[src/rtl/agg_pkg.sv]
package agg_pkg;
  typedef enum logic [1:0] {
    ST_CLR   = 2'd0,
    ST_AGG   = 2'd1,
    ST_DRAIN = 2'd2
  } agg_state_e;
endpackage

[src/rtl/agg_ram.sv]
module agg_ram #(
  parameter int W     = 8,
  parameter int DEPTH = 16,
  localparam int AAW  = (DEPTH > 1) ? $clog2(DEPTH) : 1
) (
  input  logic           clk,
  input  logic           we,
  input  logic [AAW-1:0] waddr,
  input  logic [W-1:0]   wdata,
  input  logic [AAW-1:0] raddr,
  output logic [W-1:0]   rdata
);
  logic [W-1:0] mem [DEPTH];

  always_ff @(posedge clk) begin
    if (we) mem[waddr] <= wdata;
    rdata <= mem[raddr];
  end
endmodule

[src/rtl/agg_mac_lanes.sv]
module agg_mac_lanes #(
  parameter int SIMD = 4,
  parameter int DW   = 8,
  parameter int WW   = 8,
  parameter int AW   = 20
) (
  input  logic [SIMD*DW-1:0]   feat_word,
  input  logic [SIMD*AW-1:0]   acc_word,
  input  logic signed [WW-1:0] wt,
  output logic [SIMD*AW-1:0]   sum_word
);
  localparam int PW = DW + WW;

  for (genvar j = 0; j < SIMD; j++) begin : g_lane
    logic signed [DW-1:0] x;
    logic signed [AW-1:0] a;
    logic signed [PW-1:0] p;
    assign x = feat_word[j*DW +: DW];
    assign a = acc_word[j*AW +: AW];
    assign p = x * wt;
    assign sum_word[j*AW +: AW] = a + AW'(p);
  end
endmodule

[src/rtl/agg_out_lanes.sv]
module agg_out_lanes #(
  parameter int SIMD = 4,
  parameter int DW   = 8,
  parameter int AW   = 20,
  parameter int OW   = 21
) (
  input  logic [SIMD*AW-1:0] acc_word,
  input  logic [SIMD*DW-1:0] bias_word,
  output logic [SIMD*OW-1:0] res_word
);
  for (genvar j = 0; j < SIMD; j++) begin : g_lane
    logic signed [AW-1:0] a;
    logic signed [DW-1:0] b;
    logic signed [OW-1:0] s;
    assign a = acc_word[j*AW +: AW];
    assign b = bias_word[j*DW +: DW];
    assign s = OW'(a) + OW'(b);
    assign res_word[j*OW +: OW] = s[OW-1] ? '0 : s;
  end
endmodule

[src/rtl/edge_aggregator.sv]
module edge_aggregator #(
  parameter int N_NODES = 8,
  parameter int N_FEAT  = 8,
  parameter int SIMD    = 4,
  parameter int DW      = 8,
  parameter int WW      = 8,
  parameter int GW      = 4,
  localparam int BEATS  = N_FEAT / SIMD,
  localparam int DEPTH  = N_NODES * BEATS,
  localparam int AAW    = (DEPTH > 1) ? $clog2(DEPTH) : 1,
  localparam int NIW    = (N_NODES > 1) ? $clog2(N_NODES) : 1,
  localparam int BW     = (BEATS > 1) ? $clog2(BEATS) : 1,
  localparam int RW     = $clog2(N_NODES + 1),
  localparam int AW     = DW + WW + GW,
  localparam int OW     = AW + 1
) (
  input  logic                 clk,
  input  logic                 rst,
  input  logic                 feat_we,
  input  logic [NIW-1:0]       feat_node,
  input  logic [BW-1:0]        feat_beat,
  input  logic [SIMD*DW-1:0]   feat_data,
  input  logic                 bias_we,
  input  logic [BW-1:0]        bias_beat,
  input  logic [SIMD*DW-1:0]   bias_data,
  input  logic                 edge_valid,
  output logic                 edge_ready,
  input  logic [NIW-1:0]       edge_src,
  input  logic [NIW-1:0]       edge_dst,
  input  logic signed [WW-1:0] edge_wt,
  input  logic                 graph_end,
  input  logic [RW-1:0]        graph_rows,
  output logic                 out_valid,
  output logic [SIMD*OW-1:0]   out_data,
  output logic                 out_last
);
  import agg_pkg::*;

  function automatic logic [AAW-1:0] row_addr(input logic [NIW-1:0] n, input logic [BW-1:0] b);
    return AAW'(n) * AAW'(BEATS) + AAW'(b);
  endfunction

  agg_state_e          st;
  logic [AAW-1:0]      clr_cnt;
  logic                done_req;
  logic [RW-1:0]       rows_q;

  // edge being expanded into slices
  logic                er_valid;
  logic [NIW-1:0]      er_src, er_dst;
  logic signed [WW-1:0] er_wt;
  logic [BW-1:0]       er_beat;

  // drain counters
  logic [NIW-1:0]      dr_row;
  logic [BW-1:0]       dr_beat;
  logic                drn_last;

  // read-data stage
  logic                p_valid, p_drain, p_last;
  logic [AAW-1:0]      p_addr;
  logic [BW-1:0]       p_beat;
  logic signed [WW-1:0] p_wt;

  logic [SIMD*DW-1:0]  bias_q [BEATS];

  logic                iss_agg, iss_drn, accept, er_end;
  logic [AAW-1:0]      feat_raddr, acc_raddr, acc_waddr;
  logic                acc_we;
  logic [SIMD*AW-1:0]  acc_wdata, acc_rdata, mac_sum;
  logic [SIMD*DW-1:0]  feat_rdata;
  logic [SIMD*OW-1:0]  res_word;

  assign er_end   = (er_beat == BW'(BEATS - 1));
  assign drn_last = (RW'(dr_row) + RW'(1) == rows_q) && (dr_beat == BW'(BEATS - 1));
  assign edge_ready = (st == ST_AGG) && !done_req && !(p_valid && p_drain) && !out_valid
                      && (!er_valid || er_end);
  assign accept   = edge_valid && edge_ready;
  assign iss_agg  = (st == ST_AGG) && er_valid;
  assign iss_drn  = (st == ST_DRAIN);

  assign feat_raddr = row_addr(er_src, er_beat);
  assign acc_raddr  = iss_drn ? row_addr(dr_row, dr_beat) : row_addr(er_dst, er_beat);

  assign acc_we    = (st == ST_CLR) || p_valid;
  assign acc_waddr = (st == ST_CLR) ? clr_cnt : p_addr;
  assign acc_wdata = ((st == ST_CLR) || p_drain) ? '0 : mac_sum;

  agg_ram #(.W(SIMD*DW), .DEPTH(DEPTH)) u_feat (
    .clk(clk), .we(feat_we), .waddr(row_addr(feat_node, feat_beat)), .wdata(feat_data),
    .raddr(feat_raddr), .rdata(feat_rdata)
  );

  agg_ram #(.W(SIMD*AW), .DEPTH(DEPTH)) u_acc (
    .clk(clk), .we(acc_we), .waddr(acc_waddr), .wdata(acc_wdata),
    .raddr(acc_raddr), .rdata(acc_rdata)
  );

  agg_mac_lanes #(.SIMD(SIMD), .DW(DW), .WW(WW), .AW(AW)) u_mac (
    .feat_word(feat_rdata), .acc_word(acc_rdata), .wt(p_wt), .sum_word(mac_sum)
  );

  agg_out_lanes #(.SIMD(SIMD), .DW(DW), .AW(AW), .OW(OW)) u_out (
    .acc_word(acc_rdata), .bias_word(bias_q[p_beat]), .res_word(res_word)
  );

  always_ff @(posedge clk) begin
    if (bias_we) bias_q[bias_beat] <= bias_data;
  end

  // control state
  always_ff @(posedge clk) begin
    if (rst) begin
      st       <= ST_CLR;
      clr_cnt  <= '0;
      done_req <= 1'b0;
      rows_q   <= '0;
      dr_row   <= '0;
      dr_beat  <= '0;
    end else begin
      case (st)
        ST_CLR: begin
          clr_cnt <= clr_cnt + AAW'(1);
          if (clr_cnt == AAW'(DEPTH - 1)) st <= ST_AGG;
        end
        ST_AGG: begin
          if (graph_end && !done_req) begin
            done_req <= 1'b1;
            rows_q   <= graph_rows;
          end
          if (done_req && !er_valid && !p_valid) begin
            if (rows_q == '0) begin
              done_req <= 1'b0;
            end else begin
              st      <= ST_DRAIN;
              dr_row  <= '0;
              dr_beat <= '0;
            end
          end
        end
        ST_DRAIN: begin
          if (drn_last) begin
            st       <= ST_AGG;
            done_req <= 1'b0;
          end else if (dr_beat == BW'(BEATS - 1)) begin
            dr_beat <= '0;
            dr_row  <= dr_row + NIW'(1);
          end else begin
            dr_beat <= dr_beat + BW'(1);
          end
        end
        default: st <= ST_CLR;
      endcase
    end
  end

  // edge slicing
  always_ff @(posedge clk) begin
    if (rst) begin
      er_valid <= 1'b0;
      er_beat  <= '0;
      er_src   <= '0;
      er_dst   <= '0;
      er_wt    <= '0;
    end else if (accept) begin
      er_valid <= 1'b1;
      er_beat  <= '0;
      er_src   <= edge_src;
      er_dst   <= edge_dst;
      er_wt    <= edge_wt;
    end else if (er_valid) begin
      if (er_end) er_valid <= 1'b0;
      else        er_beat  <= er_beat + BW'(1);
    end
  end

  // read-data stage and registered outputs
  always_ff @(posedge clk) begin
    if (rst) begin
      p_valid   <= 1'b0;
      p_drain   <= 1'b0;
      p_last    <= 1'b0;
      p_addr    <= '0;
      p_beat    <= '0;
      p_wt      <= '0;
      out_valid <= 1'b0;
      out_last  <= 1'b0;
      out_data  <= '0;
    end else begin
      p_valid   <= iss_agg || iss_drn;
      p_drain   <= iss_drn;
      p_last    <= iss_drn && drn_last;
      p_addr    <= acc_raddr;
      p_beat    <= iss_drn ? dr_beat : er_beat;
      p_wt      <= er_wt;
      out_valid <= p_valid && p_drain;
      out_last  <= p_valid && p_drain && p_last;
      out_data  <= res_word;
    end
  end
endmodule

[config.mk]
export PLATFORM = sky130hd
export DESIGN_NAME = edge_aggregator
export DESIGN_NICKNAME = d
export VERILOG_FILES = /design/src/rtl/agg_pkg.sv /design/src/rtl/agg_ram.sv /design/src/rtl/agg_mac_lanes.sv /design/src/rtl/agg_out_lanes.sv /design/src/rtl/edge_aggregator.sv
export SDC_FILE = /design/constraint.sdc
export NUM_CORES = 2
export LEC_CHECK = 0
export ABC_CLOCK_PERIOD_IN_PS = 11000
export BUFFER_PORTS_ARGS = -buffer_cell sky130_fd_sc_hd__buf_2
export CAP_MARGIN = 20
export CORE_MARGIN = 2
export CORE_UTILIZATION = 45
export DETAILED_ROUTE_END_ITERATION = 10
export GPL_TIMING_DRIVEN = 0
export RECOVER_POWER = 25
export SYNTH_ARGS = -nofsm -noshare
export SYNTH_HDL_FRONTEND = slang
export SYNTH_HIERARCHICAL = 1
export SYNTH_SLANG_ARGS = --single-unit
[constraint.sdc]
create_clock -name clk -period 11 [get_ports clk]
set_input_delay 1.65 -clock clk [delete_from_list [all_inputs] [get_ports clk]]
set_output_delay 1.65 -clock clk [all_outputs]
set_load 0.01 [all_outputs]
==> impl_metrics.toml <==
[status]
status = "finished with violations"
violations = "capacitance limit, slew limit"

[clocking]
clockBufferDepth = 3
cts_max_level = 4
cts_buffers = 216
clk_pin_slew_worst_paths_ns = 0.06
cts_resized = 0
cts_setup_buffers = 0
cts_sinks = 2100
clk-insertion-delay-late_ns = 0.89
cts_hold_buf = 0
cts_tree = "done"
cts_root_buffer = "clkbuf_16"

[timing]
tightest_slew_ns = 2.66
clock-skew-final_ns = 0.0702
finalSetupViolations = 0
final_max_slew_viol_count = 278
max_freq_mhz = 135
fin_crit_ns = 7.42
hold_slack_ns = 0.466
finalHoldViolCount = 0
rsz0062_at_grt = "false"
post-route-period-util = 0.674
relSlewSlack = -0.773

[synthesis]
synth_cell_type_count = 95
ys_ff_latch = 2100
syn_inst = 5563
synth_edf_count = 1856
ys_seq_area_frac = 0.638
syn_area_per_cell_um2 = 17.1
syn_area_um2 = 95000
ys_async_sr_fraction = 0
yosys_warnings = 6
synth_ff_type = "edfxtp_1"

[setup_path]
path_class = "reg2reg"
critPathBufInv = 5
r2r-start = "p_wt[0]"
r2r.worst_path.cells = 19
cp-startpoint = "p_wt[0]"
ff2ff_setup_slack_ns = 3.58
cp_num_cells = 19
timing.rr.end = "u_acc/mem[2][77]"
setup.worst_path.end = "u_acc/mem[2][77]"
worstPathRequired_ns = 11.58
arrival_ns = 8.00
worstSetupEndpointType = "flip-flop"
critPathSlowestCell = "clkbuf_1"
crit_fanout = 16
max_stage_delay_ns = 0.79
critPathTopFamily = "adder cells"
crit_chain = "clkbuf_1 > clkbuf_1 > nand2_1 > fa_1 > inv_1 > fa_1 > inv_1 > fa_1 > inv_1 > fa_1 > fa_1 > ha_1 > a21oi_1 > o21ai_1 > o211ai_1 > a21oi_1 > or2_1 > o311ai_1 > and2_1"
critPathLaunchType = "flip-flop"
cp_common_cell = "fa_1"

[route]
antenna_left = 0
dr.first_iter.drc_count = 5157
first_pass_iters = 5
drt_wl_total_mm = 252
drc = 0
vias_per_cell = 5.68
routedWlPerCell_um = 27.7
vias = 51700

[power_and_ir_drop]
power_w = 0.0203
p_leak_nw = 38.2
p_clk_frac = 0.364
seqPwrFrac = 0.471
irDropWorstVdd_uv = 180
pwr-share-comb = 0.166
powerDensity_nw_per_um2 = 187
power.internal_w = 0.0148
switchingPower_w = 0.00550
switching_share = 0.271

[final_layout]
final_nets = 6813
drive_gt1_frac = 0.192
final.fill_count = 17100
fin_cells = 9097
synthToLayoutAreaGrowth_pct = 14.4

[global_routing]
grt_pass1_vias = 53000
grt_use_total = 0.235
antenna_found_initial = 20
grt_pass1_wl_mm = 365
grt_max_degree = 24
globalRouteOverflowTotal = 0

[floorplanning]
coreArea_um2 = 210000
die-area_um2 = 215000
die_h_um = 463
start_util = 0.453
row_count = 168
ioPinCount = 180
dieWidth_um = 463

[placement]
dp.cells = 8681
hpwlAfterDp_mm = 180
io_buffers = 178
place_congestion = 0.879

[hold_path]
hold_path_class = "reg2reg"

[flow_run]
max_cap_violations = 16
## sequential cells by signal (all words and copies together) (netlist names), 3 cells and up
name          flops
clr_cnt           4
u_feat/mem      512
rows_q            4
er_dst            3
u_acc/rdata      80
p_addr            4
u_feat/rdata     32
p_wt              8
dr_row            3
out_data         84
u_acc/mem      1280
er_wt             8
er_src            3
bias_q           64
## power groups by stage
stage	registers, W	clock network, W	logic [W]
final	0.00956	0.00738	0.00336
after global routing	0.00960	0.00782	0.00370
after CTS	0.00957	0.00750	0.00339
after detailed placement	0.00973	0	0.00336
after global placement	0.00982	0	0.00323
after floorplan	0.00963	0	0.00216
## final cells by class
| type | instances | area (um2) | area share |
|---|---|---|---|
| Antenna cell | 8 | 20.0 | 0.000184 |
| Buffer | 227 | 1100 | 0.0101 |
| Clock buffer | 296 | 6020 | 0.0554 |
| Clock inverter | 112 | 1200 | 0.0111 |
| Inverter | 386 | 1450 | 0.0133 |
| Multi-Input combinational cell | 2853 | 31900 | 0.294 |
| Sequential cell | 2100 | 60600 | 0.558 |
| Tap cell | 2805 | 3510 | 0.0323 |
| Timing Repair Buffer | 310 | 2790 | 0.0256 |
## cell usage after synthesis (6+ instances only)
cell	number	area, um2
nand3_1	29	145
clkbuf_1	116	435
mux2_2	45	507
o211ai_1	17	128
a22oi_1	224	1680
nand2_1	274	1030
xnor2_1	89	780
buf_6	14	158
edfxtp_1	1856	55700
nor2_1	183	687
inv_1	386	1450
ha_1	270	3380
a211o_1	7	61.3
dfxtp_1	244	4880
nor3_1	31	155
o31ai_1	7	52.6
xor2_1	53	464
o21bai_1	15	113
o2111ai_1	6	52.6
fa_1	356	7130
mux4_2	448	10100
buf_2	39	195
and2_1	226	1410
buf_4	21	158
a211oi_1	29	218
mux2i_1	25	250
a21o_1	37	278
nand4_1	10	62.6
a21oi_1	108	541
nand3b_1	7	52.6
a31oi_1	13	81.3
nand2b_1	21	131
and3_1	6	37.5
o21ai_0	64	320
nor2b_1	132	826
buf_1	35	131
o21a_1	15	113
o21ai_1	8	40.0
## worst reg2reg max path, cell delays in order, from the launching register on
cell	delay (ns)
dfxtp_1	0.54
clkbuf_1	0.80
clkbuf_1	0.68
nand2_1	0.18
fa_1	0.56
inv_1	0.06
fa_1	0.49
inv_1	0.05
fa_1	0.53
inv_1	0.06
fa_1	0.38
fa_1	0.47
ha_1	0.35
a21oi_1	0.25
o21ai_1	0.10
o211ai_1	0.34
a21oi_1	0.15
or2_1	0.27
o311ai_1	0.30
and2_1	0.56
## how the worst min path moves through the flow
stage / start / end / cells past startpoint
final: er_wt[4] / p_wt[4] / 1
after global routing: er_wt[5] / p_wt[5] / 1
after CTS: er_wt[0] / p_wt[0] / 1
after detailed placement: er_wt[5] / p_wt[5] / 1
after global placement: p_drain / out_valid / 2
after floorplan: p_last / out_last / 1
## layout by cell type (no fill, tap or decap), drive strengths merged, types with 10 or more instances in the layout
master  count
nor2b     132
edfxtp   1856
a211oi     30
nand4      10
mux2i      25
a21oi     110
nand3      29
nor3       33
clkinv     72
nand2     275
a21o       38
o21a       15
bufinv     15
inv       403
nand2b     21
xnor2      89
fa        356
o21bai     15
xor2       53
a31oi      13
o31ai      11
clkbuf    487
mux4      448
ha        270
nor2      183
mux2       48
and2      227
dfxtp     244
o211ai     19
buf       346
o21ai      72
a22oi     224
## cell families after synthesis
family / count (synthesis) / share of synthesized area
other cells: 1 / 0.0000395
fa+ha+maj: 626 / 0.111
xor+xnor: 142 / 0.0131
buf+inv: 613 / 0.0268
simple gates: 953 / 0.0506
compound gates: 607 / 0.0457
mux: 521 / 0.115
flops: 2100 / 0.638
## metrics by stage
stage / worst slack [ns] / util / TNS, ns / instance area, um2
floorplan: 3.18 / - / 0 / 95000
global placement: -5.96 / 0.474 / -2980.01 / 99400
detailed placement: 3.67 / 0.486 / 0 / 102000
CTS: 3.61 / 0.520 / 0 / 109000
global route: 3.34 / 0.518 / 0 / 109000
finish: 3.58 / 0.518 / 0 / 109000
## layer usage
layer	wire, um	global-route usage	vias up
li1	-	-	22200
met1	109000	0.336	27300
met2	118000	0.368	1825
met3	18300	0.0462	328
met4	6470	0.0651	6
met5	34	0	-
No activity file was read; power rests on OpenSTA's default activity.
